`config.mk`:
```
export PLATFORM = sky130hd
export DESIGN_NAME = dual_irq_ctl
export DESIGN_NICKNAME = d
export VERILOG_FILES = /design/src/rtl/irq_ctl_pkg.sv /design/src/rtl/irq_route.sv /design/src/rtl/irq_bank.sv /design/src/rtl/irq_wait.sv /design/src/rtl/dual_irq_ctl.sv
export SDC_FILE = /design/constraint.sdc
export NUM_CORES = 1
export LEC_CHECK = 0
export ABC_AREA = 1
export BUFFER_PORTS_ARGS = -buffer_cell sky130_fd_sc_hd__buf_2
export CAP_MARGIN = 20
export CORE_ASPECT_RATIO = 1.4
export CORE_MARGIN = 10
export CORE_UTILIZATION = 50
export CTS_CLUSTER_DIAMETER = 40
export CTS_CLUSTER_SIZE = 25
export DETAILED_ROUTE_END_ITERATION = 7
export MAX_ROUTING_LAYER = met4
export PLACE_DENSITY = 0.7
export SKIP_CTS_REPAIR_TIMING = 1
export SYNTH_ARGS = -nofsm -noshare
export SYNTH_HDL_FRONTEND = slang
export SYNTH_SLANG_ARGS = --single-unit
```
`constraint.sdc`:
```
create_clock -name clk -period 2.21 [get_ports clk]
set_input_delay 0.1105 -clock clk [delete_from_list [all_inputs] [get_ports clk]]
set_output_delay 0.1105 -clock clk [all_outputs]
set_load 0.02 [all_outputs]
```
`src/rtl/irq_ctl_pkg.sv`:
```
package irq_ctl_pkg;

  typedef enum logic [1:0] {
    SEL_PEND   = 2'd0,
    SEL_ENABLE = 2'd1,
    SEL_GLOBAL = 2'd2,
    SEL_NONE   = 2'd3
  } reg_sel_e;

endpackage

```
`src/rtl/irq_route.sv`:
```
module irq_route #(
  parameter int NUM_CPU = 2,
  parameter int NUM_SRC = 32,
  parameter int ID_W    = 2,
  localparam int SRC_W  = $clog2(NUM_SRC)
) (
  input  logic               req_valid,
  input  logic [ID_W-1:0]    req_cpu,
  input  logic [SRC_W-1:0]   req_src,
  input  logic               reg_wr_en,
  input  logic [ID_W-1:0]    reg_cpu,
  output logic [NUM_CPU-1:0] hit_vec,
  output logic [NUM_CPU-1:0] wsel_vec
);

  function automatic logic src_ok(input logic [SRC_W-1:0] s);
    return ({1'b0, s} < (SRC_W+1)'(NUM_SRC));
  endfunction

  for (genvar c = 0; c < NUM_CPU; c++) begin : g_dec
    assign hit_vec[c]  = req_valid && (req_cpu == ID_W'(c)) && src_ok(req_src);
    assign wsel_vec[c] = reg_wr_en && (reg_cpu == ID_W'(c));
  end

endmodule

```
`src/rtl/irq_bank.sv`:
```
module irq_bank
  import irq_ctl_pkg::*;
#(
  parameter int NUM_SRC = 32,
  localparam int SRC_W  = $clog2(NUM_SRC)
) (
  input  logic               clk,
  input  logic               rst_n,
  input  logic               hit,
  input  logic [SRC_W-1:0]   src,
  input  logic               wr,
  input  logic [1:0]         sel,
  input  logic [NUM_SRC-1:0] wdata,
  output logic [NUM_SRC-1:0] pend_q,
  output logic [NUM_SRC-1:0] en_q,
  output logic               gen_q,
  output logic               irq,
  output logic               deliver
);

  function automatic logic [NUM_SRC-1:0] one_hot(input logic [SRC_W-1:0] s);
    return NUM_SRC'(1) << s;
  endfunction

  function automatic logic [NUM_SRC-1:0] pend_next(
    input logic [NUM_SRC-1:0] cur,
    input logic [NUM_SRC-1:0] clr,
    input logic [NUM_SRC-1:0] set
  );
    return (cur & ~clr) | set;
  endfunction

  logic [NUM_SRC-1:0] set_mask;
  logic [NUM_SRC-1:0] clr_mask;

  assign set_mask = hit ? one_hot(src) : '0;
  assign clr_mask = (wr && sel == SEL_PEND) ? wdata : '0;
  assign deliver  = hit && gen_q && en_q[src];
  assign irq      = gen_q && (|(pend_q & en_q));

  always_ff @(posedge clk or negedge rst_n) begin
    if (!rst_n) begin
      pend_q <= '0;
      en_q   <= '0;
      gen_q  <= 1'b0;
    end else begin
      pend_q <= pend_next(pend_q, clr_mask, set_mask);
      if (wr && sel == SEL_ENABLE) en_q  <= wdata;
      if (wr && sel == SEL_GLOBAL) gen_q <= wdata[0];
    end
  end

endmodule

```
`src/rtl/irq_wait.sv`:
```
module irq_wait (
  input  logic clk,
  input  logic rst_n,
  input  logic halt,
  input  logic wake,
  output logic wait_q
);

  always_ff @(posedge clk or negedge rst_n) begin
    if (!rst_n)    wait_q <= 1'b0;
    else if (wake) wait_q <= 1'b0;
    else if (halt) wait_q <= 1'b1;
  end

endmodule

```
`src/rtl/dual_irq_ctl.sv`:
```
module dual_irq_ctl
  import irq_ctl_pkg::*;
#(
  parameter int NUM_SRC = 32,
  parameter int NUM_CPU = 2,
  parameter int ID_W    = 2,
  localparam int SRC_W  = $clog2(NUM_SRC)
) (
  input  logic               clk,
  input  logic               rst_n,
  input  logic               req_valid,
  input  logic [ID_W-1:0]    req_cpu,
  input  logic [SRC_W-1:0]   req_src,
  input  logic               reg_wr_en,
  input  logic [ID_W-1:0]    reg_cpu,
  input  logic [1:0]         reg_sel,
  input  logic [NUM_SRC-1:0] reg_wdata,
  output logic [NUM_SRC-1:0] reg_rd_data,
  input  logic [NUM_CPU-1:0] halt_strobe,
  output logic [NUM_CPU-1:0] irq_out,
  output logic [NUM_CPU-1:0] waiting
);

  logic [NUM_CPU-1:0]              hit_vec;
  logic [NUM_CPU-1:0]              wsel_vec;
  logic [NUM_CPU-1:0]              wake_vec;
  logic [NUM_CPU-1:0]              gen_all;
  logic [NUM_CPU-1:0][NUM_SRC-1:0] pend_all;
  logic [NUM_CPU-1:0][NUM_SRC-1:0] en_all;

  irq_route #(.NUM_CPU(NUM_CPU), .NUM_SRC(NUM_SRC), .ID_W(ID_W)) u_route (
    .req_valid (req_valid),
    .req_cpu   (req_cpu),
    .req_src   (req_src),
    .reg_wr_en (reg_wr_en),
    .reg_cpu   (reg_cpu),
    .hit_vec   (hit_vec),
    .wsel_vec  (wsel_vec)
  );

  for (genvar c = 0; c < NUM_CPU; c++) begin : g_cpu
    irq_bank #(.NUM_SRC(NUM_SRC)) u_bank (
      .clk     (clk),
      .rst_n   (rst_n),
      .hit     (hit_vec[c]),
      .src     (req_src),
      .wr      (wsel_vec[c]),
      .sel     (reg_sel),
      .wdata   (reg_wdata),
      .pend_q  (pend_all[c]),
      .en_q    (en_all[c]),
      .gen_q   (gen_all[c]),
      .irq     (irq_out[c]),
      .deliver (wake_vec[c])
    );

    irq_wait u_wait (
      .clk    (clk),
      .rst_n  (rst_n),
      .halt   (halt_strobe[c]),
      .wake   (wake_vec[c]),
      .wait_q (waiting[c])
    );
  end

  function automatic logic [NUM_SRC-1:0] pick(
    input logic [1:0]         s,
    input logic [NUM_SRC-1:0] p,
    input logic [NUM_SRC-1:0] e,
    input logic               g
  );
    case (s)
      SEL_PEND:   return p;
      SEL_ENABLE: return e;
      SEL_GLOBAL: return NUM_SRC'(g);
      default:    return '0;
    endcase
  endfunction

  always_comb begin
    reg_rd_data = '0;
    for (int c = 0; c < NUM_CPU; c++) begin
      if (reg_cpu == ID_W'(c))
        reg_rd_data = pick(reg_sel, pend_all[c], en_all[c], gen_all[c]);
    end
  end

endmodule

```
==> results by group, run 1 <==
Die
  – Num rows: 52
  – Die Area: 20100 um^2
  – Chip height: 164 um
  – Num ports: 85
  – Starting Density: 51.0%
  – Core Area: 14400 um^2
  – Die X: 123 um

Global route
  – Vias in the first global route: 7220
  – Largest net degree at the start of global routing: 65
  – GRT overflow: 0
  – Initial antenna violation count: 1
  – Total track usage: 25.5%
  – Global-route wire length before repair: 38600 um

STA
  – Fin crit share: 91.6%
  – Max Fclk: 0.494 GHz
  – Slew headroom: 51.5%
  – Setup tns final: 0 ns
  – Crit path time final: 2.02 ns
  – Final setup viols: 0
  – Worst slew pin tran: 0.725 ns
  – Slew Limit Fails: 0
  – Setup ws final: 0.186 ns
  – Unrepaired setup endpoints after global routing: no
  – Hold Vio Cnt, Final: 0
  – Clk_skew: 0.00707 ns
  – Hold WS: 0.0103 ns

Layout
  – Sequential standard cell area: 3300 um^2
  – Fill cell count: 1337
  – Final #Nets: 1122
  – Ratio of cells with drive above 1 in the final layout: 14.2%
  – Final Non-Filler Cells: 1275
  – Multi-input gate area: 3280 um^2
  – Area growth from synthesis to layout: 20.3%

Detailed routing
  – Vias per inst: 5.83
  – Drt initial violations: 796
  – Routed len/inst: 19.0 um
  – Antenna Nets Post-Route: 0
  – Via count: 7439
  – Drt pass-1 iters: 6
  – Routed WL: 24300 um
  – # DRC: 0

Logic synthesis
  – Area contributors post-synth: dfrtp_1, o21ai_0, nand2_1, inv_1, a22o_1
  – Largest area contributor in the netlist: dfrtp_1
  – Synth cell types: 30
  – Fraction of registers with async set/reset: 100%
  – Post-synthesis register bit count: 132
  – Synth Flop Type: dfrtp_1
  – Post-synth top area share: 44.8%
  – Post-Syn Area: 7370 um^2
  – Sequential share of the synthesized area: 44.8%
  – Synth Net Count: 1024
  – Avg Inst Size Synth: 7.56 um^2
  – Cell count after synthesis: 975
  – Post-synth EDFFs: 0
  – Syn. warnings: 0

Critical path
  – Worst stage delay on the critical path: 0.43 ns
  – Critical path data arrival time: 1.91 ns
  – Slowest CP cell: dfrtp_1
  – WS Path Type: flop to primary output
  – Buf+Inv Stages, Crit Path: 1
  – Critical path endpoint category: primary output
  – Most frequent cell on the critical path: nand2_1
  – Delay-heaviest family, CP: simple AND/OR/NAND/NOR gates
  – Worst-path fanout max: 3
  – Crit start category: flop
  – Crit-path cells: nand2_1 -> nand2_1 -> a221oi_1 -> nand2_1 -> nor2_1 -> a21oi_1 -> buf_2
  – Worst EP required: 2.10 ns

Clocking
  – Root Driver: clkbuf_16
  – Worst-path clk slew: 0.06 ns
  – CTS H-tree depth: 4
  – Sink Count: 132
  – CTS tree: built
  – Num CTS Buffers: 17
  – Clock network latency to the later pin of the worst-skew pair: 0.43 ns
  – Maximum clock path buffer count: 2

Power and ir drop
  – Switch Pwr: 2.40 mW
  – Peak VDD IR: 0.534 mV
  – Int Power: 5.20 mW
  – Seq pwr share: 41.5%
  – Net Sw Frac: 31.6%
  – Power Dens Cells: 857 nW/um^2
  – Comb pwr share: 20.8%
  – LEAKAGE: 4.17 nW
  – Clock power share: 37.6%

Placement
  – Placer Congestion: 0.917
  – Post-DP HPWL: 17200 um
  – Dpl cells: 1210
  – Port-buffer cells: 84
  – Placement Setup Slack: 0.633 ns

Status
  – Status: finished clean

Run
  – Max-cap violations: 0

Worst hold path
  – Min-Delay Path Class: primary input to flop
==> Yosys cell counts, types with 21 or more instances <==
cell,count
buf_2,21
inv_1,119
o21ai_1,53
nand2_1,219
dfrtp_1,132
nor2_1,39
clkbuf_1,26
o21ai_0,177
a22o_1,46
o22ai_1,39
nand3_1,32
==> tightest hold or removal path, stage by stage <==
cell	delay [ns]
buf_2	0.07
or2_2	0.13
nand2_1	0.05
inv_1	0.04
==> cells in the final DEF (no fill, tap or decap), types with 2 or more instances in the layout <==
cell	synthesis	routed
a21oi_1	7	7
clkbuf_16	0	17
nand2_1	219	219
nand4_1	12	12
dlygate4sd3_1	0	33
buf_2	21	83
a22o_1	46	46
nand3_1	32	32
nor2_4	4	4
inv_1	119	119
clkinvlp_4	0	2
nor3_1	12	12
inv_2	5	5
dfrtp_1	132	132
buf_12	0	3
a221oi_1	6	6
nor2_1	39	39
buf_4	10	22
clkbuf_8	0	5
clkinv_2	0	3
or2_2	2	2
o22ai_1	39	39
nand3_2	2	2
bufinv_16	0	2
o21ai_0	177	177
o21ai_1	53	53
==> sequential cells by signal (all words and copies together), names as in the netlist <==
register / flops
g_cpu.u_bank.gen_q: 2
g_cpu.u_wait.wait_q: 2
g_cpu.u_bank.pend_q: 64
g_cpu.u_bank.en_q: 64
==> cell families (layout without fill, tap and decap cells) <==
logic type             after synthesis  after routing  share of synthesized area [%]
AOI/OAI and AO/OA                  330            330                           25.8
buffers and inverters              188            298                           10.7
DFF                                132            132                           44.8
other                                0              1                              0
and+or+nand+nor                    325            325                           18.7
==> power groups by stage <==
| stage | sequential [mW] | clock, mW | combinational, mW |
|---|---|---|---|
| final | 3.15 | 2.86 | 1.58 |
| after global routing | 3.20 | 2.98 | 1.79 |
| after CTS | 3.15 | 2.87 | 1.53 |
| after detailed placement | 3.18 | 0 | 1.52 |
| after global placement | 3.18 | 0 | 1.50 |
| after floorplan | 3.07 | 0 | 1.06 |
==> through the flow <==
stage	utilization (%)	area (um^2)	power, mW
6_report	61.4	8860	7.60
5_1_grt	61.4	8860	7.98
4_1_cts	59.1	8530	7.55
3_5_place_dp	54.9	7930	4.71
3_3_place_gp	54.9	7930	4.68
2_1_floorplan	-	7370	4.12
==> worst paths after layout <==
path,from,to,slack (ns),depth (start not counted)
max,g_cpu[1].u_bank.en_q[3],irq_out[1],0.19,7
min,halt_strobe[0],g_cpu[0].u_wait.wait_q,0.01,4
max reg2reg,g_cpu[0].u_bank.en_q[12],g_cpu[0].u_wait.wait_q,0.90,9
min reg2reg,g_cpu[0].u_bank.en_q[26],g_cpu[0].u_bank.en_q[26],0.49,2
max in group asynchronous,rst_n,g_cpu[0].u_bank.en_q[10],1.30,3
min in group asynchronous,rst_n,g_cpu[0].u_bank.en_q[23],0.22,2
==> layer usage <==
layer  track usage [%]  share of wire, %  vias to the layer above
met3              5.08               7.7                       81
met2              41.7                50                      386
met5                 -                 0                        -
li1                  -                 -                     3479
met1              29.7                38                     3493
met4              11.4               3.9                        0
==> area by class of cell <==
cell class | instances | area share (%)
Clock inverter | 8 | 1.12
Antenna cell | 1 | 0.0282
Inverter | 126 | 5.36
Sequential cell | 132 | 37.3
Multi-Input combinational cell | 655 | 37.0
Tap cell | 189 | 2.67
Clock buffer | 23 | 5.62
Timing Repair Buffer | 141 | 11.0
Power figures use the tool's default switching activity.
==> inputs of run 2 (changes only) <==
--- a/config.mk
+++ b/config.mk
@@ -14,9 +14,11 @@
 export CTS_CLUSTER_DIAMETER = 40
 export CTS_CLUSTER_SIZE = 25
 export DETAILED_ROUTE_END_ITERATION = 7
+export GPL_TIMING_DRIVEN = 1
 export MAX_ROUTING_LAYER = met4
 export PLACE_DENSITY = 0.7
 export SKIP_CTS_REPAIR_TIMING = 1
 export SYNTH_ARGS = -nofsm -noshare
 export SYNTH_HDL_FRONTEND = slang
+export SYNTH_HIERARCHICAL = 1
 export SYNTH_SLANG_ARGS = --single-unit
==> run 2 against run 1 <==
Effect of this change: sequential power increased by 3%; sequential share of layout area decreased by 0.33 points; final cell count increased by 8.6%; the run now ends with hold timing left; critical endpoint unchanged; via count increased by 6.6%.
==> results by group, run 2 <==
STA
  – Crit path time final: 1.96 ns (-0.0655 ns)
  – Max Fclk: 0.511 GHz (+3.3%)
  – Hold WS: -0.0204 ns (-0.0307 ns)
  – Clk_skew: 0.00674 ns (-0.000332 ns)
  – Worst slew pin tran: 0.641 ns (-0.0835 ns)
  – Slew headroom: 57.2% (+5.7 points)
  – Hold Vio Cnt, Final: 10 (+10)
  – Unrepaired setup endpoints after global routing: no
  – Setup tns final: 0 ns (unchanged)
  – Slew Limit Fails: 0 (unchanged)
  – Final setup viols: 0 (unchanged)
  – Fin crit share: 88.6% (-3.0 points)

Detailed routing
  – Antenna Nets Post-Route: 0 (unchanged)
  – DR WL met2: 13500 um (+11%)
  – Drt pass-1 iters: 5 (-1)
  – Highest Signal Layer: met4
  – Via count: 7930 (+6.6%)
  – Routed len/inst: 19.9 um (+4.4%)
  – Vias per inst: 5.73 (-1.9%)
  – # DRC: 0 (unchanged)
  – WL met3: 1760 um (-5.9%)
  – Wl on met1: 11300 um (+21%)
  – Drt initial violations: 1004 (+26%)
  – Routed WL: 27500 um (+13%)

Global route
  – Vias in the first global route: 7723 (+7.0%)
  – Largest net degree at the start of global routing: 65 (unchanged)
  – GRT overflow: 0 (unchanged)
  – Total track usage: 26.5% (+1.0 points)
  – Global-route wire length before repair: 43400 um (+12%)
  – Initial antenna violation count: 0 (-1)

Logic synthesis
  – Post-synth top area share: 42.7% (-2.1 points)
  – Area contributors post-synth: dfrtp_1, nand2_1, o21ai_0, nand3_1, inv_1
  – Synth Net Count: 1162 (+13%)
  – Post-synthesis register bit count: 132 (unchanged)
  – Most common cell in the synthesized netlist: nand2_1
  – Largest area contributor in the netlist: dfrtp_1
  – Post-Syn Area: 7740 um^2 (+5.0%)
  – Sequential share of the synthesized area: 42.7% (-2.1 points)
  – Post-synth EDFFs: 0 (unchanged)
  – Fraction of registers with async set/reset: 100% (unchanged)
  – Syn. warnings: 6 (+6)
  – Avg Inst Size Synth: 6.95 um^2 (-8.0%)
  – Synth cell types: 22 (-27%)
  – Synth Flop Type: dfrtp_1
  – Synth cell count leaders: nand2_1, o21ai_0, dfrtp_1
  – Cell count after synthesis: 1113 (+14%)

Critical path
  – Worst-path fanout max: 4 (+1)
  – Crit start category: flop
  – Worst EP required: 2.10 ns (about the same)
  – WS Path Type: flop to primary output
  – Critical path data arrival time: 1.85 ns (-0.06 ns)
  – Critical path endpoint category: primary output

Layout
  – Sequential standard cell area: 3300 um^2 (unchanged)
  – Final Non-Filler Cells: 1385 (+8.6%)
  – Commonest non-fill, non-tap cell in the layout: nand2_1
  – Design area: 8940 um^2 (+0.89%)
  – Commonest non-fill, non-tap cells in the layout: nand2_1, o21ai_0, dfrtp_1
  – Area growth from synthesis to layout: 15.6%
  – Multi-input gate area: 3740 um^2 (+14%)
  – N_diodes: 0 (-1)
  – Final #Nets: 1229 (+9.5%)
  – Ratio of cells with drive above 1 in the final layout: 12.7% (-1.5 points)
  – Largest regs: g_cpu.u_bank/en_q x64, g_cpu.u_bank/pend_q x64
  – Fill cell count: 1495 (+12%)

Worst hold path
  – Min-Delay Path Class: primary input to flop

Clocking
  – CTS H-tree depth: 4 (unchanged)
  – Root Driver: clkbuf_16
  – Worst-path clk slew: 0.06 ns (about the same)
  – Num CTS Buffers: 17 (unchanged)
  – CTS tree: built
  – Maximum clock path buffer count: 2 (unchanged)
  – Sink Count: 132 (unchanged)
  – Clock network latency to the later pin of the worst-skew pair: 0.43 ns (about the same)

Run
  – Max-cap violations: 0 (unchanged)

Placement
  – Placement-stage cell area: 8240 um^2 (+3.8%)
  – Dpl cells: 1346 (+11%)
  – Placer Congestion: 0.985 (+7.4%)
  – Post-DP HPWL: 19700 um (+15%)
  – Port-buffer cells: 84 (unchanged)

Status
  – Status: finished, violations left
  – Failing checks: hold timing

Die
  – Num ports: 85 (unchanged)
  – Core Area: 15100 um^2 (+4.7%)
  – Num rows: 53 (+1.9%)
  – Die Area: 20900 um^2 (+4.3%)
  – Starting Density: 51.2% (+0.15 points)
  – Die X: 125 um (+2.1%)
  – Chip height: 167 um (+2.2%)

Power and ir drop
  – LEAKAGE: 4.76 nW (+14%)
  – Peak VDD IR: 0.567 mV (+6.3%)
  – Power, Total: 7.66 mW (+0.89%)
  – Power Dens Cells: 857 nW/um^2 (about the same)
==> run 2: cell types whose count changed in the layout (fill, tap and decap cells not counted), sizes merged, moves of 6 or more <==
cell and delta:
nand3 +90, o21ai -36, nand4 -8, nor2 +7, a22o -16, inv -38
nand2 +202, a221oi -6, dlygate4sd3 -26, nor3 -12, o22ai -39, buf -6
==> run 2: worst paths after layout <==
kind	from	end	cells past startpoint	slack, ns
max	g_cpu[1].u_bank/en_q[27]	irq_out[1]	6	0.25
max reg2reg	g_cpu[1].u_bank/en_q[27]	g_cpu[1].u_wait/wait_q	9	0.95
min reg2reg	g_cpu[0].u_wait/wait_q	g_cpu[0].u_wait/wait_q	2	0.49
min	reg_wdata[13]	g_cpu[1].u_bank/en_q[13]	3	-0.02
min in group asynchronous	rst_n	g_cpu[1].u_bank/pend_q[28]	2	0.23
max in group asynchronous	rst_n	g_cpu[1].u_bank/pend_q[10]	3	1.18
==> run 2: worst max-delay path: stages, from the launching register on <==
cell and delay, ns:
dfrtp_1 0.44, a22o_1 0.25, nor2_1 0.12, nand2_1 0.09
nor2_1 0.20, a21boi_0 0.13, buf_2 0.18
==> run 2: cells by family (layout without fill, tap and decap cells) <==
kind of cell	count (synthesis)	in the layout	share of synthesized area [%]
AOI/OAI and AO/OA	230	230	16.4
buffers and inverters	150	230	9.12
DFF	132	132	42.7
and+or+nand+nor	601	601	31.8
==> run 2: through the flow <==
stage	util, %	worst slack [ns]
6_report	59.1	0.251
5_1_grt	59.1	0.246
4_1_cts	58.7	0.279
3_5_place_dp	54.5	0.526
3_3_place_gp	54.5	0.528
2_1_floorplan	-	0.981
==> run 2: where the power goes <==
part,leakage [nW],internal [mW],switching [mW]
sequential,1.72,2.81,0.456
combinational,2.74,0.499,0.859
clock,0.309,1.94,1.10
total,4.76,5.25,2.41
==> run 2: area by class of cell <==
type,count,area share [%]
multi-input combinational,831,41.9
clock buffer,19,5.07
sequential,132,36.9
tap,192,2.69
clock inverter,13,2.03
timing repair buffer,109,7.63
inverter,89,3.79
==> run 2: layer usage <==
layer | GRT usage [%] | vias to the layer above
li1 | - | 3754
met3 | 4.71 | 64
met4 | 10.4 | 0
met2 | 42.0 | 354
met5 | - | -
met1 | 33.0 | 3758
